$ cat config.mk
export PLATFORM = sky130hd
export DESIGN_NAME = att_jitter_store
export DESIGN_NICKNAME = d
export VERILOG_FILES = /design/src/rtl/att_pkg.sv /design/src/rtl/att_elastic_fifo.sv /design/src/rtl/att_rate_ctrl.sv /design/src/rtl/att_jitter_store.sv
export SDC_FILE = /design/constraint.sdc
export NUM_CORES = 1
export LEC_CHECK = 0
export ABC_CLOCK_PERIOD_IN_PS = 5050
export BUFFER_PORTS_ARGS = -buffer_cell sky130_fd_sc_hd__buf_2
export CAP_MARGIN = 20
export CORE_MARGIN = 2
export CORE_UTILIZATION = 50
export DETAILED_ROUTE_END_ITERATION = 10
export PLACE_DENSITY = 0.77
export SLEW_MARGIN = 20
export SYNTH_ARGS = -nofsm -noshare
export SYNTH_HDL_FRONTEND = slang
export SYNTH_HIERARCHICAL = 1
export SYNTH_SLANG_ARGS = --single-unit
$ cat constraint.sdc
create_clock -name clk -period 5.05 [get_ports clk]
set_clock_uncertainty 0.2 [all_clocks]
set_input_delay 0.2525 -clock clk [delete_from_list [all_inputs] [get_ports clk]]
set_output_delay 0.2525 -clock clk [all_outputs]
set_load 0.05 [all_outputs]
$ cat src/rtl/att_pkg.sv
package att_pkg;

    typedef enum logic [1:0] {
        LOC_RX   = 2'b00,
        LOC_TX   = 2'b01,
        LOC_NONE = 2'b10,
        LOC_RSVD = 2'b11
    } loc_e;

    typedef struct packed {
        logic rx;
        logic tx;
    } path_t;

    typedef enum logic [2:0] {
        ZN_MID,
        ZN_ABOVE,
        ZN_BELOW,
        ZN_GUARD_LO,
        ZN_GUARD_HI
    } zone_e;

    function automatic path_t decode_loc(input logic [1:0] code);
        path_t p;
        p = '0;
        case (loc_e'(code))
            LOC_RX:  p.rx = 1'b1;
            LOC_TX:  p.tx = 1'b1;
            default: p = '0;
        endcase
        return p;
    endfunction

    function automatic zone_e classify(input int unsigned level,
                                       input int unsigned guard,
                                       input int unsigned depth);
        if (level < guard)              return ZN_GUARD_LO;
        else if (level > depth - guard) return ZN_GUARD_HI;
        else if (level > depth / 2)     return ZN_ABOVE;
        else if (level < depth / 2)     return ZN_BELOW;
        else                            return ZN_MID;
    endfunction

endpackage

$ cat src/rtl/att_elastic_fifo.sv
module att_elastic_fifo #(
    parameter int DEPTH = 64
) (
    input  logic                         clk,
    input  logic                         rst,
    input  logic                         en,
    input  logic                         wr_valid,
    input  logic                         wr_data,
    input  logic                         rd_tick,
    output logic                         rd_valid_o,
    output logic                         rd_data_o,
    output logic [$clog2(DEPTH+1)-1:0]   fill_o
);
    localparam int PW = $clog2(DEPTH);
    localparam int FW = $clog2(DEPTH + 1);
    localparam logic [FW-1:0] FULL_LVL = FW'(DEPTH);
    localparam logic [FW-1:0] HALF_LVL = FW'(DEPTH / 2);

    logic [DEPTH-1:0] mem_q;
    logic [PW-1:0]    wptr_q, rptr_q;
    logic [FW-1:0]    fill_q, fill_n;
    logic             wr_do, rd_req, rd_do, full, empty;

    always_comb begin
        full   = (fill_q == FULL_LVL);
        empty  = (fill_q == '0);
        wr_do  = en & wr_valid;
        // a write into a full store pulls a bit out in the same cycle
        rd_req = en & (rd_tick | (full & wr_do));
        rd_do  = rd_req & ~empty;
        fill_n = fill_q + FW'(wr_do) - FW'(rd_do);
    end

    always_ff @(posedge clk) begin
        if (rst) begin
            mem_q      <= '0;
            wptr_q     <= PW'(DEPTH / 2);
            rptr_q     <= '0;
            fill_q     <= HALF_LVL;
            rd_valid_o <= 1'b0;
            rd_data_o  <= 1'b0;
        end else begin
            if (wr_do) begin
                mem_q[wptr_q] <= wr_data;
                wptr_q        <= wptr_q + 1'b1;
            end
            if (rd_do) begin
                rd_data_o <= mem_q[rptr_q];
                rptr_q    <= rptr_q + 1'b1;
            end
            rd_valid_o <= rd_do;
            fill_q     <= fill_n;
        end
    end

    assign fill_o = fill_q;

    a_r3_no_overflow: assert property (@(posedge clk) disable iff (rst)
        (fill_o == FULL_LVL && en && wr_valid) |=> (fill_o == FULL_LVL && rd_valid_o));

    a_r3_fill_bound: assert property (@(posedge clk) disable iff (rst)
        fill_o <= FULL_LVL);

    a_r4_no_underflow: assert property (@(posedge clk) disable iff (rst)
        (fill_o == '0 && !(en && wr_valid)) |=> (fill_o == '0 && !rd_valid_o));

endmodule

$ cat src/rtl/att_rate_ctrl.sv
module att_rate_ctrl
    import att_pkg::*;
#(
    parameter int DEPTH       = 64,
    parameter int ACC_W       = 12,
    parameter int NOM_INC     = 1024,
    parameter int FINE_STEP   = 1,
    parameter int COARSE_STEP = 32,
    parameter int INC_MIN     = 512,
    parameter int INC_MAX     = 2048,
    parameter int GUARD_UNLK  = 21,
    parameter int GUARD_LCK   = 10,
    parameter int LOCK_CYC    = 200
) (
    input  logic                       clk,
    input  logic                       rst,
    input  logic                       en,
    input  logic                       los,
    input  logic                       rx_path,
    input  logic [$clog2(DEPTH+1)-1:0] fill_i,
    output logic                       tick_o,
    output logic [ACC_W-1:0]           inc_o,
    output logic                       locked_o
);
    localparam int CW = $clog2(LOCK_CYC + 1);
    localparam int SW = ACC_W + 2;
    localparam logic [ACC_W-1:0] NOM_V = ACC_W'(NOM_INC);
    localparam logic [ACC_W-1:0] MIN_V = ACC_W'(INC_MIN);
    localparam logic [ACC_W-1:0] MAX_V = ACC_W'(INC_MAX);

    logic [ACC_W-1:0]        acc_q, inc_q, inc_next;
    logic [ACC_W:0]          sum;
    logic [CW-1:0]           lock_cnt_q;
    logic                    locked_q, in_guard;
    zone_e                   zone;
    logic signed [SW-1:0]    delta, stepped;

    always_comb begin
        sum      = {1'b0, acc_q} + {1'b0, inc_q};
        tick_o   = en & sum[ACC_W];
        zone     = classify(32'(fill_i),
                            locked_q ? 32'(GUARD_LCK) : 32'(GUARD_UNLK),
                            32'(DEPTH));
        in_guard = (zone == ZN_GUARD_LO) || (zone == ZN_GUARD_HI);
        case (zone)
            ZN_GUARD_LO: delta = -$signed(SW'(COARSE_STEP));
            ZN_GUARD_HI: delta =  $signed(SW'(COARSE_STEP));
            ZN_ABOVE:    delta =  $signed(SW'(FINE_STEP));
            ZN_BELOW:    delta = -$signed(SW'(FINE_STEP));
            default:     delta = '0;
        endcase
        stepped = $signed({2'b00, inc_q}) + delta;
        if (stepped < $signed(SW'(INC_MIN)))      inc_next = MIN_V;
        else if (stepped > $signed(SW'(INC_MAX))) inc_next = MAX_V;
        else                                      inc_next = stepped[ACC_W-1:0];
    end

    always_ff @(posedge clk) begin
        if (rst) begin
            acc_q      <= '0;
            inc_q      <= NOM_V;
            lock_cnt_q <= '0;
            locked_q   <= 1'b0;
        end else begin
            if (en) acc_q <= sum[ACC_W-1:0];

            if (los && !rx_path)          inc_q <= NOM_V;
            else if (!los && tick_o)      inc_q <= inc_next;

            if (en && !los) begin
                if (in_guard) begin
                    lock_cnt_q <= '0;
                    locked_q   <= 1'b0;
                end else if (!locked_q) begin
                    if (lock_cnt_q == CW'(LOCK_CYC - 1)) locked_q <= 1'b1;
                    else                                 lock_cnt_q <= lock_cnt_q + 1'b1;
                end
            end
        end
    end

    assign inc_o    = inc_q;
    assign locked_o = locked_q;

    a_r10_holdover: assert property (@(posedge clk) disable iff (rst)
        (los && rx_path) |=> (inc_o == $past(inc_o)));

    a_r11_ref_rate: assert property (@(posedge clk) disable iff (rst)
        (los && !rx_path) |=> (inc_o == NOM_V));

    a_r8_inc_bounds: assert property (@(posedge clk) disable iff (rst)
        (inc_o >= MIN_V) && (inc_o <= MAX_V));

    a_r7_fine_step: assert property (@(posedge clk) disable iff (rst)
        (en && !los && tick_o && !in_guard) |=>
        ((inc_o <= $past(inc_o) + ACC_W'(FINE_STEP)) &&
         (inc_o + ACC_W'(FINE_STEP) >= $past(inc_o))));

    a_r8_coarse_up: assert property (@(posedge clk) disable iff (rst)
        (en && !los && tick_o && zone == ZN_GUARD_HI &&
         inc_o <= MAX_V - ACC_W'(COARSE_STEP)) |=>
        (inc_o == $past(inc_o) + ACC_W'(COARSE_STEP)));

    a_r9_guard_unlocks: assert property (@(posedge clk) disable iff (rst)
        (en && !los && in_guard) |=> !locked_o);

endmodule

$ cat src/rtl/att_jitter_store.sv
module att_jitter_store
    import att_pkg::*;
#(
    parameter int DEPTH       = 64,
    parameter int ACC_W       = 12,
    parameter int NOM_INC     = 1024,
    parameter int FINE_STEP   = 1,
    parameter int COARSE_STEP = 32,
    parameter int INC_MIN     = 512,
    parameter int INC_MAX     = 2048,
    parameter int GUARD_UNLK  = 21,
    parameter int GUARD_LCK   = 10,
    parameter int LOCK_CYC    = 200
) (
    input  logic                       clk,
    input  logic                       rst,
    input  logic [1:0]                 loc_sel,
    input  logic                       los,
    input  logic                       wr_valid,
    input  logic                       wr_data,
    output logic                       rd_valid,
    output logic                       rd_data,
    output logic [$clog2(DEPTH+1)-1:0] fill,
    output logic [ACC_W-1:0]           rate_inc,
    output logic                       locked,
    output logic                       path_rx,
    output logic                       path_tx
);
    localparam int FW = $clog2(DEPTH + 1);

    path_t          path;
    logic           active, tick, f_valid, f_data;
    logic [FW-1:0]  f_fill;

    always_comb begin
        path   = decode_loc(loc_sel);
        active = path.rx | path.tx;
    end

    att_elastic_fifo #(.DEPTH(DEPTH)) u_fifo (
        .clk        (clk),
        .rst        (rst),
        .en         (active),
        .wr_valid   (wr_valid),
        .wr_data    (wr_data),
        .rd_tick    (tick),
        .rd_valid_o (f_valid),
        .rd_data_o  (f_data),
        .fill_o     (f_fill)
    );

    att_rate_ctrl #(
        .DEPTH       (DEPTH),
        .ACC_W       (ACC_W),
        .NOM_INC     (NOM_INC),
        .FINE_STEP   (FINE_STEP),
        .COARSE_STEP (COARSE_STEP),
        .INC_MIN     (INC_MIN),
        .INC_MAX     (INC_MAX),
        .GUARD_UNLK  (GUARD_UNLK),
        .GUARD_LCK   (GUARD_LCK),
        .LOCK_CYC    (LOCK_CYC)
    ) u_rate (
        .clk      (clk),
        .rst      (rst),
        .en       (active),
        .los      (los),
        .rx_path  (path.rx),
        .fill_i   (f_fill),
        .tick_o   (tick),
        .inc_o    (rate_inc),
        .locked_o (locked)
    );

    // bypass hands the input straight through with no register
    assign rd_valid = active ? f_valid : wr_valid;
    assign rd_data  = active ? f_data  : wr_data;
    assign fill     = f_fill;
    assign path_rx  = path.rx;
    assign path_tx  = path.tx;

    a_r12_bypass_frozen: assert property (@(posedge clk) disable iff (rst)
        !active |=> $stable(fill));

endmodule

## After elaboration in Yosys (flattened, before gate mapping)

Cells that the tools add are included.

- Magnitude comparators: 9
- Add/sub/neg operators: 8
- Reduce and logical (&&, ||, !) cells: 11
- Muxes and demuxes: 23
- Bitwise logic cells: 8
- Eq/ne operators: 9

Operator list:

| operator | number |
|---|---|
| $bwmux W64 | 1 |
| $pmux W14 S4 | 1 |
| $gt A7 B32 Y1 | 1 |
| $lt A7 B32 Y1 | 1 |
| $sub A7 B32 Y32 const A | 1 |
| $mux W12 | 2 |
| $mux W8 | 3 |
| $add A13 B14 Y14 | 1 |
| $gt A14 B13 Y1 const B | 1 |
| $lt A14 B11 Y1 const B | 1 |
| $lt A6 B7 Y1 const B | 2 |
| $add A12 B12 Y13 | 1 |
| $add A6 B1 Y6 const B | 2 |
| $mux W1 | 9 |
| $mux W3 | 3 |
| $add A8 B1 Y8 const B | 1 |
| $eq A8 B8 Y1 const B | 1 |
| $add A7 B1 Y7 | 1 |
| $eq A7 B7 Y1 const B | 1 |
| $gt A7 B6 Y1 const B | 1 |
| $logic_not A7 Y1 | 1 |
| $lt A7 B6 Y1 const B | 1 |
| $sub A7 B1 Y7 | 1 |
| $bmux W1 S6 | 1 |
| other kinds (19) | 29 |

- Input port bits: 7
- Output and inout bits: 24
- Word-level logic and storage cells: 78
- Bits in registers: 118

## Logic depth before layout (Yosys ltp)

Gate-level depths: netlist of run 1.

- Depth after elaboration: 11
- Depth in mapped cells: 20

## Hierarchy

The synthesis of run 1 kept the hierarchy.

Modules (own cells, without submodules):

| module | instances | area each (um^2) | cells each | seq. area each (um^2) |
|---|---|---|---|---|
| att_elastic_fifo | 1 | 4244.1 | 526 | 1701.6 |
| att_rate_ctrl | 1 | 2969.1 | 357 | 660.6 |
| att_jitter_store | 1 | 38.8 | 5 | 0.0 |

## Least setup slack after synthesis of run 1

OpenSTA, ideal clock, no wires.

- Path kind: register to register
- From: register u_rate.inc_q[7] (netlist: u_rate/inc_o[7])
- To: register u_fifo.fill_q[6] (netlist: u_fifo/fill_o[6])
- Library setup time: 70 ps
- Period minus slack after synthesis: 4626 ps
- Setup slack: 424 ps
- Stages on the path, launching flop included: 19
- Arrival: 4356 ps
- Path through: dfxtp_1 > ha_1 > a21o_1 > or3_1 > or3_4 > a2111oi_4 > nor3b_1 > a21oi_2 > nor3b_4 > ha_1 > inv_1 > ha_1 > fa_1 > a21oi_1 > o21bai_1 > a21oi_1 > nor2_1 > or3_1 > a21oi_1

- Word-level cells in the longest chain between the ends: 6

RTL lines:

| what | line | text |
|---|---|---|
| start, declared | att_rate_ctrl.sv:31 | `logic [ACC_W-1:0] acc_q, inc_q, inc_next;` |
| start signal, assigned | att_rate_ctrl.sv:68 | `else if (!los && tick_o) inc_q <= inc_next;` |
| $add A12 B12 Y13 | att_rate_ctrl.sv:39 | `sum = {1'b0, acc_q} + {1'b0, inc_q};` |
| $and A1 B1 Y1 | att_rate_ctrl.sv:40 | `tick_o = en & sum[ACC_W];` |
| via tick | att_jitter_store.sv:32 | `logic active, tick, f_valid, f_data;` |
| $or A1 B1 Y1 | att_elastic_fifo.sv:29 | `rd_req = en & (rd_tick \| (full & wr_do));` |
| $and A1 B1 Y1 | att_elastic_fifo.sv:29 |  |
| $and A1 B1 Y1 | att_elastic_fifo.sv:30 | `rd_do = rd_req & ~empty;` |
| via u_fifo.rd_do | att_elastic_fifo.sv:22 | `logic wr_do, rd_req, rd_do, full, empty;` |
| $sub A7 B1 Y7 | att_elastic_fifo.sv:31 | `fill_n = fill_q + FW'(wr_do) - FW'(rd_do);` |
| end signal, assigned | att_elastic_fifo.sv:52 | `fill_q <= fill_n;` |
| end, declared | att_elastic_fifo.sv:21 | `logic [FW-1:0] fill_q, fill_n;` |

The timed path passes the listed nets, and every way through them passes these cells.
A chain may end at the register's enable or synchronous reset.

## Worst setup path after layout of run 1

- From: register u_rate.locked_q (netlist: u_rate/locked_o)
- To: register u_rate.inc_q[1] (netlist: u_rate/inc_o[1])

- Word-level cells in the longest chain between the ends: 11
- Elaborated cells between the ends (all ways): 16
- Those cells by class: 2 x add/sub; 4 x order compare; 4 x eq/ne; 6 x mux

RTL lines:

| what | line | text |
|---|---|---|
| start, declared | att_rate_ctrl.sv:34 | `logic locked_q, in_guard;` |
| start signal, assigned | att_rate_ctrl.sv:63 | `locked_q <= 1'b0;` |
| start signal, assigned | att_rate_ctrl.sv:73 | `locked_q <= 1'b0;` |
| start signal, assigned | att_rate_ctrl.sv:75 | `if (lock_cnt_q == CW'(LOCK_CYC - 1)) locked_q <= 1'b1;` |
| $mux W5 * | att_rate_ctrl.sv:42 | `locked_q ? 32'(GUARD_LCK) : 32'(GUARD_UNLK),` |
| $sub A7 B32 Y32 | att_pkg.sv:38 | `else if (level > depth - guard) return ZN_GUARD_HI;` |
| $gt A7 B32 Y1 | att_pkg.sv:38 |  |
| $mux W3 | att_pkg.sv:38 |  |
| $mux W3 * | att_pkg.sv:37 | `if (level < guard) return ZN_GUARD_LO;` |
| $eq A3 B2 Y1, or another cell as far along | att_rate_ctrl.sv:45 | `case (zone)` |
| $pmux W14 S4 * | att_rate_ctrl.sv:45 |  |
| $add A13 B14 Y14 * | att_rate_ctrl.sv:52 | `stepped = $signed({2'b00, inc_q}) + delta;` |
| $gt A14 B13 Y1 | att_rate_ctrl.sv:54 | `else if (stepped > $signed(SW'(INC_MAX))) inc_next = MAX_V;` |
| $mux W12 | att_rate_ctrl.sv:54 |  |
| $mux W12 * | att_rate_ctrl.sv:53 | `if (stepped < $signed(SW'(INC_MIN))) inc_next = MIN_V;` |

Mark *: on every way between the ends. The rest lies on a longest branch, timed or not.

==> results of run 1 <==
==> synth_stat cells (5+ instances only) <==
| cell | count | area, sq um |
|---|---|---|
| sky130_fd_sc_hd__o21ai_0 | 76 | 380 |
| sky130_fd_sc_hd__buf_1 | 6 | 22.5 |
| sky130_fd_sc_hd__nor2_1 | 120 | 450 |
| sky130_fd_sc_hd__inv_1 | 32 | 120 |
| sky130_fd_sc_hd__a21o_1 | 11 | 82.6 |
| sky130_fd_sc_hd__xor2_1 | 15 | 131 |
| sky130_fd_sc_hd__dfxtp_1 | 118 | 2360 |
| sky130_fd_sc_hd__and3_1 | 10 | 62.6 |
| sky130_fd_sc_hd__nor3_1 | 19 | 95.1 |
| sky130_fd_sc_hd__a21oi_1 | 82 | 410 |
| sky130_fd_sc_hd__xnor2_1 | 20 | 175 |
| sky130_fd_sc_hd__mux2_2 | 5 | 56.3 |
| sky130_fd_sc_hd__nand3_1 | 24 | 120 |
| sky130_fd_sc_hd__a211oi_1 | 6 | 45.0 |
| sky130_fd_sc_hd__nor2b_1 | 9 | 56.3 |
| sky130_fd_sc_hd__and2_1 | 7 | 43.8 |
| sky130_fd_sc_hd__nand2_1 | 82 | 308 |
| sky130_fd_sc_hd__nand4_1 | 9 | 56.3 |
| sky130_fd_sc_hd__nand3b_1 | 5 | 37.5 |
| sky130_fd_sc_hd__o21bai_1 | 8 | 60.1 |
| sky130_fd_sc_hd__or3_1 | 8 | 50.1 |
| sky130_fd_sc_hd__buf_2 | 7 | 35.0 |
| sky130_fd_sc_hd__mux2i_1 | 26 | 260 |
| sky130_fd_sc_hd__mux4_2 | 14 | 315 |
| sky130_fd_sc_hd__ha_1 | 45 | 563 |
| sky130_fd_sc_hd__nand2b_1 | 7 | 43.8 |
| sky130_fd_sc_hd__clkbuf_1 | 39 | 146 |
==> logic make-up after synthesis <==
logic type	Yosys count	share of synthesized area [%]
AOI/OAI and AO/OA	231	19.8
xor gates and xnor gates	35	4.23
adders and majority gates	48	8.59
buffers and inverters	86	4.68
DFF	118	32.6
muxes	45	8.71
and+or+nand+nor	325	21.5
==> state kept, by name, indices dropped and copies added, names as in the netlist <==
register,flops
u_fifo/rd_data_o,1
u_fifo/rd_valid_o,1
u_rate/acc_q,12
u_fifo/fill_o,7
u_rate/inc_o,12
u_fifo/wptr_q,6
u_rate/lock_cnt_q,8
u_fifo/rptr_q,6
u_fifo/mem_q,64
u_rate/locked_o,1
==> critical path, cell delays in order (launching register included) <==
cell and delay [ns]:
sky130_fd_sc_hd__dfxtp_1 0.40, sky130_fd_sc_hd__inv_1 0.15, sky130_fd_sc_hd__ha_1 0.35, sky130_fd_sc_hd__nand3b_1 0.10, sky130_fd_sc_hd__a21oi_1 0.15, sky130_fd_sc_hd__o21ai_0 0.08
sky130_fd_sc_hd__a21oi_1 0.21, sky130_fd_sc_hd__or3_1 0.19, sky130_fd_sc_hd__o22ai_1 0.09, sky130_fd_sc_hd__ha_1 0.25, sky130_fd_sc_hd__fa_1 0.41, sky130_fd_sc_hd__a21o_1 0.19
sky130_fd_sc_hd__o2bb2ai_1 0.21, sky130_fd_sc_hd__o2111a_1 0.28, sky130_fd_sc_hd__a311oi_1 0.52, sky130_fd_sc_hd__a21oi_1 0.24, sky130_fd_sc_hd__a41oi_2 0.39, sky130_fd_sc_hd__o22ai_2 0.13
==> report_power, final <==
part | internal (W) | switching [W] | total [W]
Sequential | 0.000959 | 0.0000433 | 0.00100
Combinational | 0.000280 | 0.000487 | 0.000767
Clock | 0.000725 | 0.000434 | 0.00116
Total | 0.00196 | 0.000964 | 0.00293
==> placed cells by master, fill, tap and decap left out, types with 7 or more instances in the layout <==
master	n
sky130_fd_sc_hd__and3_1	10
sky130_fd_sc_hd__nand2_1	82
sky130_fd_sc_hd__o21ai_0	76
sky130_fd_sc_hd__and2_1	7
sky130_fd_sc_hd__or3_1	8
sky130_fd_sc_hd__clkbuf_16	17
sky130_fd_sc_hd__nor2b_1	9
sky130_fd_sc_hd__buf_2	29
sky130_fd_sc_hd__o21bai_1	8
sky130_fd_sc_hd__dfxtp_1	118
sky130_fd_sc_hd__mux2i_1	26
sky130_fd_sc_hd__xor2_1	15
sky130_fd_sc_hd__a21oi_1	82
sky130_fd_sc_hd__ha_1	45
sky130_fd_sc_hd__nor2_1	120
sky130_fd_sc_hd__nand4_1	9
sky130_fd_sc_hd__nand3_1	24
sky130_fd_sc_hd__mux4_2	14
sky130_fd_sc_hd__nand2b_1	7
sky130_fd_sc_hd__inv_1	32
sky130_fd_sc_hd__nor3_1	19
sky130_fd_sc_hd__xnor2_1	20
sky130_fd_sc_hd__a21o_1	11
==> per-layer routing <==
metal,wire [microns],vias up
li1,-,3153
met1,7520,3041
met2,8240,164
met3,804,25
met4,317,0
met5,0,-
==> stage by stage <==
step | hold slack, ns | total power, W | utilization [%]
global placement | 0.259 | 0.00176 | 51.9
finish | 0.0250 | 0.00293 | 56.0
floorplan | 0.165 | 0.00161 | -
detailed placement | 0.264 | 0.00177 | 51.9
CTS | 0.0134 | 0.00294 | 56.0
global route | 0.0275 | 0.00308 | 56.0
==> worst paths after layout <==
| check | startpoint | end | slack (ns) | cells past startpoint |
|---|---|---|---|---|
| worst max-delay path | u_rate/locked_o | u_rate/inc_o[1] | 0.37 | 17 |
| worst min-delay path | rst | u_fifo/rptr_q[4] | 0.02 | 2 |
| worst max register to register | u_rate/locked_o | u_rate/inc_o[1] | 0.37 | 17 |
| worst min register to register | u_fifo/mem_q[51] | u_fifo/mem_q[51] | 0.27 | 2 |
==> area by class of cell <==
| type | instances | area (sq um) | area share (%) |
|---|---|---|---|
| flip-flops and latches | 118 | 2360 | 29.4 |
| inverters | 32 | 120 | 1.49 |
| multi-input cells | 684 | 4550 | 56.6 |
| well taps | 184 | 230 | 2.86 |
| clock inverters | 12 | 130 | 1.62 |
| repair buffers | 37 | 210 | 2.61 |
| clock buffers | 20 | 437 | 5.43 |
==> results.md, run 1 <==
Cells and area:
- The fraction of final layout cells sized beyond drive strength 1 is 11.3%.
- Excluding fillers, the count of instances in the completed layout stands at roughly 1,100.
- 0 antenna diodes ended up in the layout.
- The filler cell count is between 1,000 and 1,500.
- For this run, the post-layout net count is around 950.
- The finished cells cover 0.00804 sq mm.
- The area growth from synthesis to layout is 10.9%.

Synthesis:
- The number of flops mapped to enable cells by yosys is 0.
- Of the synthesized area, sequential elements account for approximately a third.
- Summing every instance area after synthesis gives around 0.0073 sq mm.
- The number of different library cells used by synthesis comes to 73.
- The number of cells produced by synthesis is between 800 and 900.
- The count of warnings emitted by yosys is 6.
- Synthesis produced a netlist with a net count of between 900 and 1,000.
- The post-synthesis average cell area is roughly 8 sq um.
- The async set-reset flop share out of synthesis is 0%.
- In the synthesized netlist the dominant register cell turns out to be sky130_fd_sc_hd__dfxtp_1.
- In this run, synthesis produced a sequential element count of around 120.

Drt:
- For this run, the detailed router's first-pass iteration total came to 5.
- The detailed router's first-iteration violation count is roughly 400.
- The total length of routed wires is between 15,000 and 20,000 microns.
- The average vias per placed instance is 5.87.
- The count of nets left with antenna violations once routing finished came out at 0.
- Across all layers, the routed design uses ~6,400 vias.
- The average wire length per cell after detail routing is around 16 microns.
- For this run, design rule violations remaining after detail routing come to 0.

Clock network:
- The number of clock buffers added by TritonCTS is 17.
- The quantity of hold-fixing buffers added after cts is 2.
- The post-CTS repair timing setup buffer count is 0.
- The total number of H-tree levels is 4.
- The clock tree from TritonCTS is built.
- The clock net in this run drives a total of 118 sinks.
- The clock passes through at most 2 buffers.
- Clock latency on the worst-skew pair, taken at its later pin, is a little over 0.4 ns.
- The clock-pin slew of the registers on the worst-case setup and hold paths is approximately 0.060 ns.
- The number of instances resized during post-cts repair is 0.
- The CTS root buffer is sky130_fd_sc_hd__clkbuf_16.

Setup path:
- The startpoint type of the worst setup path is a flop.
- Of all nets on the critical path, the largest fanout is 6.
- By startpoint and endpoint, the worst setup path is classified as flop to flop.
- The critical path capture point type is a flop.
- The required time of the critical path is between 5 and 6 ns.
- For the worst setup path, the data arrival time is roughly 4.8 ns.

Floorplanning:
- The standard cell core area is between 0.01 and 0.015 sq mm.
- The initial cell density of the core is 50.5%.
- The die covers roughly 0.015 sq mm.
- In this run the horizontal extent of the chip is approximately 120 microns.
- 31 I/O pins were placed.
- The standard-cell row count is 44.
- The die is 124 microns tall.

Global routing:
- The via count of the first global-routing pass is a little under 6,000.
- The maximum number of pins on one net before global-route repair is between 70 and 80.
- The global routing usage on met3 is under 10%.
- The most used routing layer is met2.
- Global routing consumed, on the met1 layer, 28.2% of the routing resources.
- The number of antenna violations at the first check in global routing came to 0.
- The total global routing track utilization is 22.0%.
- The first global-routing pass estimated about 28,000 microns of wire.
- The met2 layer usage reported by global route is between 30 and 40%.
- After global routing the overflow that remains totals 0.

Placement:
- Port buffering added 30 buffers.
- Before CTS, the worst setup slack after placement is 0.456 ns.
- The post-DP HPWL is about 11,000 microns.
- At the end of routability-driven placement, the weighted congestion stood at approximately 0.9.
- The placed instance count is around 1,100.
- The placement-stage cell area is 0.00745 sq mm.

Timing:
- The number of pins exceeding their max-slew limit in the final report is 0.
- For the pin with the worst max-slew slack, the measured transition is roughly 1.0 ns.
- The maximum clock frequency is 214 MHz.
- The final critical path takes up between 90% and 100% of the cycle.
- The total count of hold-check failures in the final report is 0.
- Setup violations remaining at the end of the flow were counted as 0.
- Setup repair after global routing left no endpoint under its margin.
- The final worst setup slack is between 0.3 and 0.4 ns.
- Counting I/O delays and the setup requirement, the final critical path takes approximately 4.7 ns.
- The total negative slack for setup checks is 0 ns.
- The worst relative slew slack is 30.3%.

Power:
- The leakage power of the design is around 3.1 nW.
- The maximum ir drop on the vdd rail is about 0.25 mV.
- Power spread over the standard cell area amounts to ~360 mW/mm^2.

Outcome:
- The flow ran to the end, and the final reports show no timing, DRC or antenna violations.

Worst hold path:
- The class of the worst hold path is input pin to flop.

Run:
- The count of max-cap constraint violations is 0.
(Power assumes the default switching activity.)
==> run 2, diff against run 1 <==
Settings changed: ABC_AREA set to 1, CORE_MARGIN 2 to 8, MAX_ROUTING_LAYER set to met4.
==> run 2 against run 1 <==
Against the previous run:
- fmax increased by 16%
- register-to-register slack better by 0.63 ns
- clock power increased by 4%
- global-route usage fell by 1.3 points
- routed wire length increased by 15%
- clock-buffer cell count decreased by 1
- final cell count grew 22%
- cell area grew 3.4%
- worst hold slack improved by 0.029 ns
- critical path depth up 6
==> results.md, run 2 <==
Cells and area:
- The flip-flop count of the largest register, all copies and words added is 64 (unchanged).
- The area of the multi-input gates is 0.00432 sq mm (-5.1%).
- The number of nets in the final layout is 1,180 (+25%).
- The layout overhead on the synthesized area is 9.62%.
- The filler cell count was 1,464 (+16%).
- The number of antenna cells inserted is 0 (unchanged).
- Ranked by flip-flop count, first place goes to u_fifo/mem_q.
- The largest registers in the layout are u_fifo/mem_q: 64 flops, u_rate/acc_q: 12 flops, u_rate/inc_o: 12 flops.
- The final design instance area without fill is 0.00831 sq mm (+3.4%).
- The register area is 0.00236 sq mm (unchanged).
- The fraction of final layout cells sized beyond drive strength 1 came to 9.49% (-1.8 points).
- The library cell used most frequently in the layout, excluding fill and tap cells, is sky130_fd_sc_hd__nand2_1.
- The library cells used most frequently in the layout, excluding fill and tap cells, are sky130_fd_sc_hd__nand2_1 (273), sky130_fd_sc_hd__inv_1 (148), sky130_fd_sc_hd__a21oi_1 (120), sky130_fd_sc_hd__dfxtp_1 (118), sky130_fd_sc_hd__nand3_1 (89).
- The post-route non-filler standard cell count came to 1,326 (+22%).

Synthesis:
- The commonest cells after synthesis are sky130_fd_sc_hd__nand2_1 (273), sky130_fd_sc_hd__inv_1 (148), sky130_fd_sc_hd__a21oi_1 (120).
- The most repeated cell in the gate-level netlist after synthesis is sky130_fd_sc_hd__nand2_1.
- The count of different cell masters after synthesis was 51 (-30%).
- The area fraction of the dominant cell type after synthesis is 31.1% (-1.4 points).
- The netlist area before placement is 0.00758 sq mm (+4.6%).
- The count of warnings emitted by yosys is 6 (unchanged).
- The number of cells produced by synthesis was 1,118 (+26%).
- The post-synthesis average cell area is 6.78 sq um (-17%).
- By area the synthesized netlist is led by sky130_fd_sc_hd__dfxtp_1 (31%), sky130_fd_sc_hd__nand2_1 (14%), sky130_fd_sc_hd__a21oi_1 (7.9%).
- In the synthesized netlist the dominant register cell turns out to be sky130_fd_sc_hd__dfxtp_1.
- The flip-flop and latch count after synthesis is 118 (unchanged).
- The sequential area share after synthesis is 31.1% (-1.4 points).
- The number of flops mapped to enable cells by yosys is 0 (unchanged).
- The async set-reset flop share out of synthesis is 0% (unchanged).
- sky130_fd_sc_hd__dfxtp_1 takes more of the synthesized area than any other cell.
- The synthesized netlist net count came to 1,173 (+24%).

Clock network:
- The clock sink count is 118 (unchanged).
- The clock tree from TritonCTS is built.
- The clock-pin slew of the registers on the worst-case setup and hold paths came to 0.06 ns (about the same).
- The total number of H-tree levels is 4 (unchanged).
- The clock latency on the worst-skew pair is 0.41 ns (about the same).
- The number of CTS-inserted buffers is 17 (unchanged).
- The number of buffers on the longest clock path is 2 (unchanged).
- The tree is rooted in a sky130_fd_sc_hd__clkbuf_16.

Floorplanning:
- The die outline height is 139 microns (+12%).
- The number of top-level pins is 31 (unchanged).
- The width of the chip was 139 microns (+12%).
- The standard cell core area is 0.0150 sq mm (+4.6%).
- The initial cell density of the core is 50.4% (about the same).
- The standard-cell row count is 45 (+2.3%).
- The die outline area is 0.0194 sq mm (+25%).

Setup path:
- The source of the critical timing path is u_rate/inc_o[0].
- The kind of cell with the highest combined delay on the critical path is adder cells.
- The startpoint type of the worst setup path is a flop.
- The largest individual stage delay along the critical path comes from the cell sky130_fd_sc_hd__dfxtp_1.
- The count of buffer and inverter cells on the critical path is 5 (+4).
- The launch point of the worst reg-to-reg path is u_rate/inc_o[0].
- The longest individual stage delay on the worst path is 0.44 ns (-0.08 ns).
- The data arrival time of the critical path is 4.11 ns (-0.64 ns).
- By instance count, the cell type seen most on the critical path is sky130_fd_sc_hd__nand2_1.
- The critical-path maximum fanout is 10 (+4).
- The critical path goes through ha_1, inv_1, fa_1, o21ai_1, nand2_1, nand4_1, nand2_1, inv_1, o21bai_2, nand2_2, inv_2, ha_1, inv_1, ha_1, fa_1, nand2_1, inv_1, o21ai_0, nand2_1, nand2_1, a21oi_1, o21ai_0, a21oi_1.
- The required time of the critical path is 5.11 ns (about the same).
- STA classifies the critical path endpoint as a flop.
- The critical path is of the flop to flop type.

Global routing:
- The remaining global-route overflow is 0 (unchanged).
- The global-route wire length before repair came to 32,300 microns (+13%).
- The maximum number of pins on one net before global-route repair was 67 (-14%).
- The total global routing track utilization is 20.7% (-1.3 points).
- The number of antenna violations at the first check in global routing is 0 (unchanged).
- The via count of the first global-routing pass came to 6,682 (+13%).

Timing:
- The worst relative slew slack was 34.1% (+3.7 points).
- The minimum period implied by the final worst setup slack is 4.05 ns (-0.631 ns).
- The total negative slack for setup checks is 0 ns (unchanged).
- The number of pins exceeding their max-slew limit in the final report is 0 (unchanged).
- The maximum clock frequency is 247 MHz (+16%).
- The post-route fraction of the period consumed by the critical path came to 80.1% (-13 points).
- The total count of hold-check failures in the final report is 0 (unchanged).
- The total setup violations reported at the end of the flow is 0 (unchanged).
- Setup repair after global routing left no endpoint under its margin.
- The transition at the pin with the smallest max-transition slack came to 0.988 ns (-0.0498 ns).

Drt:
- The total via count after detailed routing is 7,346 (+15%).
- The total length of routed wires was 19,300 microns (+15%).
- The average wire length per cell after detail routing is 14.6 microns (-6.1%).
- The average vias per placed instance is 5.54 (-5.7%).
- The number of remaining DRC errors is 0 (unchanged).
- The detailed router's first-iteration violation count is 684 (+74%).
- The count of TritonRoute iterations in the first routing pass is 5 (unchanged).
- The count of nets left with antenna violations after detail routing is 0 (unchanged).

Worst hold path:
- In this run the most critical hold path is launched from wr_valid.
- The worst hold path belongs to the class input pin to flop.

Power:
- The leakage power of the design is 3.66 nW (+17%).
- The power per standard cell area is 362 mW/mm^2 (-0.69%).
- The maximum ir drop on the vdd rail is 0.374 mV (+52%).

Placement:
- The routability congestion estimate from global placement came to 0.939 (+7.4%).
- The count of buffers from port buffering is 30 (unchanged).
- The placement-stage cell area is 0.00769 sq mm (+3.2%).
- The placed instance count is 1,292 (+23%).
- The post-DP HPWL is 13,300 microns (+19%).

Run:
- The count of max-cap constraint violations is 0 (unchanged).

Outcome:
- The run finished with clean final reports.
-- run 2: cell count changes after synthesis, moves of 14 or more --
cell / delta
sky130_fd_sc_hd__a311oi_1: +38
sky130_fd_sc_hd__mux2i_1: -26
sky130_fd_sc_hd__inv_1: +116
sky130_fd_sc_hd__nor2_1: -41
sky130_fd_sc_hd__xnor2_1: -14
sky130_fd_sc_hd__o21ai_0: -26
sky130_fd_sc_hd__nand3_1: +65
sky130_fd_sc_hd__nand2_1: +191
sky130_fd_sc_hd__clkbuf_1: -21
sky130_fd_sc_hd__a21oi_1: +38
sky130_fd_sc_hd__mux4_2: -14
-- run 2: layout make-up --
class	count	area share [%]
multi-input cells	792	51.9
clock buffers	19	5.45
inverters	161	7.30
well taps	188	2.83
repair buffers	35	2.32
flip-flops and latches	118	28.4
clock inverters	13	1.75
-- run 2: kinds of logic after synthesis --
logic type	after synthesis	synth area share, %
buf+inv	208	11.9
flops	118	31.2
simple gates	493	28.5
xor+xnor	12	1.39
compound gates	239	18.8
fa+ha+maj	48	8.22
-- run 2: path summary, 6_finish.rpt --
kind                           end  slack (ns)  cells after the start
setup / recovery  u_fifo/fill_o[6]        1.00                     23
hold / removal    u_fifo/wptr_q[1]        0.05                      3
setup reg to reg  u_fifo/fill_o[6]        1.00                     23
hold reg to reg    u_fifo/mem_q[0]        0.25                      2
-- run 2: where the power goes --
part / internal [W] / total, W / switching, W
Sequential: 0.000962 / 0.00100 / 0.0000422
Combinational: 0.000243 / 0.000794 / 0.000551
Clock: 0.000757 / 0.00121 / 0.000451
-- run 2: through the flow --
stage	power (W)	utilization [%]	setup slack, ns	hold slack [ns]
2_1_floorplan	0.00164	-	1.21	0.212
3_3_place_gp	0.00179	51.2	1.07	0.235
3_5_place_dp	0.00180	51.2	1.06	0.249
4_1_cts	0.00302	55.3	1.04	0.0453
5_1_grt	0.00318	55.3	0.520	0.0583
6_report	0.00301	55.3	1.00	0.0542
-- run 2: routing by layer --
layer	vias to the layer above	GRT usage, %	part of all wire, %
met5	-	-	0
met4	0	8.03	2.3
met3	44	4.54	6.0
met2	238	33.3	48
met1	3344	24.8	44
li1	3720	-	-
-- run 2: timing repair --
| action | 4_1_cts | 5_1_grt |
|---|---|---|
| setup buffers | 0 | 0 |
| hold endpoints to repair | 1 | 0 |
| hold buffers | 2 | 0 |
| gates resized for setup | 0 | 0 |
| setup endpoints to repair | 0 | 0 |
-- run 2: worst min-delay path: cells and delay by family --
| kind | cells | cell delay, ns |
|---|---|---|
| AND/OR/NAND/NOR | 1 | 0.15 |
| buffers and inverters | 1 | 0.12 |
| AO/OA/AOI/OAI | 1 | 0.09 |
==> run 3, diff against run 2 <==
Settings changed: ABC_CLOCK_PERIOD_IN_PS 5050 to 3900.
Clock period 5.05 ns to 3.9 ns, I/O delays scaled along.
==> run 3 against run 2 <==
Against the previous run:
- global-route usage is 0.36 points higher
- critical endpoint is now u_rate/inc_o[6]
- sequential power is 29% higher
- combinational power is 49% higher
- power is 35% higher
- highest routed layer unchanged
- fmax is 10% higher
==> results.md, run 3 (same netlist as run 2, synthesis figures left out) <==
Cells and area:
- The flip-flop count of the largest register, all copies and words added came to 64 (unchanged).
- The number of nets in the final layout is 1,197 (+1.4%).
- In the layout the commonest cells are sky130_fd_sc_hd__nand2_1 (273), sky130_fd_sc_hd__inv_1 (147), sky130_fd_sc_hd__a21oi_1 (118), sky130_fd_sc_hd__dfxtp_1 (115), sky130_fd_sc_hd__nand3_1 (87).
- Ranked by flip-flop count, first place goes to u_fifo/mem_q.
- The number of antenna cells inserted was 0 (unchanged).
- The filler cell count is 1,405 (-4.0%).
- The largest registers in the layout are u_fifo/mem_q: 64 flops, u_rate/acc_q: 12 flops, u_rate/inc_o: 12 flops.
- The post-route non-filler standard cell count was 1,343 (+1.3%).
- The final core area utilization is 56.9% (+1.6 points).
- The layout overhead on the synthesized area is 12.8%.
- The most common cell after layout, fill and taps aside is sky130_fd_sc_hd__nand2_1.
- The fraction of final layout cells sized beyond drive strength 1 is 12.2% (+2.7 points).

Setup path:
- The count of cells along the worst register-to-register path is 24 (+4.3%).
- The count of buffer and inverter cells on the critical path is 4 (-1).
- The worst register-to-register path begins at u_rate/locked_o.
- The endpoint identified for the worst register-to-register timing path is u_rate/inc_o[6].
- The worst setup path is of the flop to flop kind.
- The required time of the critical path is 4.04 ns (-1.07 ns).
- The kind of cell with the highest combined delay on the critical path is simple AND/OR/NAND/NOR gates.
- The critical-path maximum fanout is 7 (-3).
- The longest individual stage delay on the worst path came to 0.35 ns (-0.09 ns).
- The critical path capture point type is a flop.
- The cell with the most instances on the worst path is sky130_fd_sc_hd__nand2_1.
- On the critical path, the stage with the largest delay is an instance of sky130_fd_sc_hd__dfxtp_1.
- The data arrival time of the critical path is 3.82 ns (-0.29 ns).
- The register-to-register path setup slack came to 0.22 ns (-0.78 ns).
- The signal on the critical path passes through inv_2, ha_1, a21oi_1, o21bai_1, a21oi_1, o21ai_1, nand2_2, buf_4, inv_1, nand2_1, ha_1, nand2_1, inv_1, nand2_1, nand2_1, nand2_1, nand3_1, nand2_1, nand2_1, nand2_1, nand2_1, a21oi_2, nand3_1, a21oi_1.
- STA classifies the critical path startpoint as a flop.

Timing:
- Setup repair after global routing could not meet its margin everywhere.
- The minimum period implied by the final worst setup slack came to 3.68 ns (-0.368 ns).
- The worst-case hold slack is 0.0551 ns (+0.000972 ns).
- The worst relative slew slack is 33.3% (-0.79 points).
- The total setup violations reported at the end of the flow came to 0 (unchanged).
- The post-route fraction of the period consumed by the critical path is 94.3% (+14 points).
- The total count of hold-check failures in the final report is 0 (unchanged).
- The transition at the pin with the smallest max-transition slack came to 1.00 ns (+0.0119 ns).
- The number of pins exceeding their max-slew limit in the final report is 0 (unchanged).
- The maximum clock frequency is 272 MHz (+10%).

Placement:
- The post-DP HPWL was 13,200 microns (-0.75%).
- The routability congestion estimate from global placement was 0.934 (-0.50%).
- The count of buffers from port buffering was 30 (unchanged).
- The placed instance count is 1,305 (+1.0%).

Floorplanning:
- The number of top-level pins is 31 (unchanged).
- The die outline area is 0.0194 sq mm (unchanged).
- The die outline height is 139 microns (unchanged).
- The standard-cell row count is 45 (unchanged).
- The standard cell core area is 0.0150 sq mm (unchanged).
- The width of the chip is 139 microns (unchanged).
- The initial cell density of the core is 50.4% (unchanged).

Drt:
- The number of remaining DRC errors came to 0 (unchanged).
- The detailed router's first-iteration violation count is 687 (+0.44%).
- The average vias per placed instance is 5.62 (+1.5%).
- The total via count after detailed routing came to 7,553 (+2.8%).
- The total length of routed wires is 20,000 microns (+3.2%).
- The count of nets left with antenna violations after detail routing was 0 (unchanged).
- The average wire length per cell after detail routing is 14.9 microns (+1.9%).
- The count of TritonRoute iterations in the first routing pass came to 5 (unchanged).

Worst hold path:
- The startpoint identified for the worst hold timing path is wr_data.
- The cell depth of the worst min-delay path came to 3 (unchanged).
- The worst hold path terminates at u_fifo/mem_q[30].
- The class of the worst hold path is input pin to flop.

Power:
- The power after layout was 0.00407 W (+35%).
- The power per standard cell area came to 476 mW/mm^2 (+32%).
- The leakage power of the design was 3.75 nW (+2.3%).
- The maximum ir drop on the vdd rail was 0.384 mV (+2.6%).

Global routing:
- The number of antenna violations at the first check in global routing is 0 (unchanged).
- The remaining global-route overflow is 0 (unchanged).
- The maximum number of pins on one net before global-route repair is 69 (+3.0%).
- The total global routing track utilization is 21.0% (+0.36 points).
- The via count of the first global-routing pass came to 6,802 (+1.8%).
- The global-route wire length before repair came to 32,900 microns (+1.8%).

Clock network:
- The number of CTS-inserted buffers is 17 (unchanged).
- The number of buffers on the longest clock path is 2 (unchanged).
- The clock-pin slew of the registers on the worst-case setup and hold paths was 0.06 ns (about the same).
- The total number of H-tree levels is 4 (unchanged).
- The clock sink count came to 118 (unchanged).
- The clock latency on the worst-skew pair is 0.42 ns (about the same).
- TritonCTS built the clock tree.
- The CTS root buffer is sky130_fd_sc_hd__clkbuf_16.

Run:
- The count of max-cap constraint violations is 0 (unchanged).

Outcome:
- The flow ran to the end, and the final reports show no timing, DRC or antenna violations.
run 3: changes by cell type in the layout (fill, tap and decap cells not counted), sizes merged:
cell / delta
clkinvlp: -1
clkbuf: +1
o21ai: +1
bufinv: +1
a21oi: +1
inv: -3
clkinv: +2
buf: +15
run 3: where the power goes:
group / internal, W / switching (W) / total, W / leakage [nW]
clock: 0.00104 / 0.000567 / 0.00160 / 0.296
sequential: 0.00125 / 0.0000455 / 0.00129 / 0.956
combinational: 0.000374 / 0.000801 / 0.00118 / 2.49
run 3: per-layer routing:
metal / up-vias / share of wire, % / GRT usage [%]
met5: - / 0 / -
met4: 0 / 1.7 / 8.09
met3: 32 / 6.6 / 4.44
met2: 260 / 47 / 32.7
met1: 3495 / 45 / 26.4
li1: 3766 / - / -
run 3: worst max path at each step:
stage	from	endpoint	slack (ns)	depth (start not counted)
floorplan	u_rate/inc_o[0]	u_fifo/fill_o[6]	0.06	23
global placement	u_rate/locked_o	u_rate/inc_o[1]	0.21	24
detailed placement	u_rate/locked_o	u_rate/inc_o[2]	0.16	21
CTS	u_rate/locked_o	u_rate/inc_o[8]	0.11	21
global route	u_rate/locked_o	u_rate/inc_o[6]	-0.08	26
finish	u_rate/locked_o	u_rate/inc_o[6]	0.22	24
run 3: timing repair:
action                     in CTS  in global routing
hold buffers                    2                  0
setup endpoints to repair       0                 12
buffers inserted                0                  2
hold endpoints to repair        4                  0
resized for setup               0                 21
run 3: stage by stage:
| step | TNS, ns | cell area, sq um | setup WS (ns) |
|---|---|---|---|
| 4_1_cts | 0 | 8420 | 0.112 |
| 3_5_place_dp | 0 | 7790 | 0.155 |
| 2_1_floorplan | 0 | 7580 | 0.0629 |
| 6_report | 0 | 8550 | 0.221 |
| 5_1_grt | -0.253 | 8550 | -0.0795 |
| 3_3_place_gp | 0 | 7790 | 0.214 |
run 3: worst min-delay path: stages:
cell and delay (ns):
sky130_fd_sc_hd__buf_2 0.23, sky130_fd_sc_hd__nand3_1 0.14, sky130_fd_sc_hd__a21oi_1 0.06
run 3: layout make-up:
cell class | instances | area, sq um | share of cell area (%)
inverters | 161 | 607 | 7.09
multi-input cells | 794 | 4430 | 51.8
flip-flops and latches | 118 | 2370 | 27.7
repair buffers | 50 | 305 | 3.57
clock inverters | 12 | 151 | 1.77
well taps | 188 | 235 | 2.75
clock buffers | 20 | 457 | 5.34
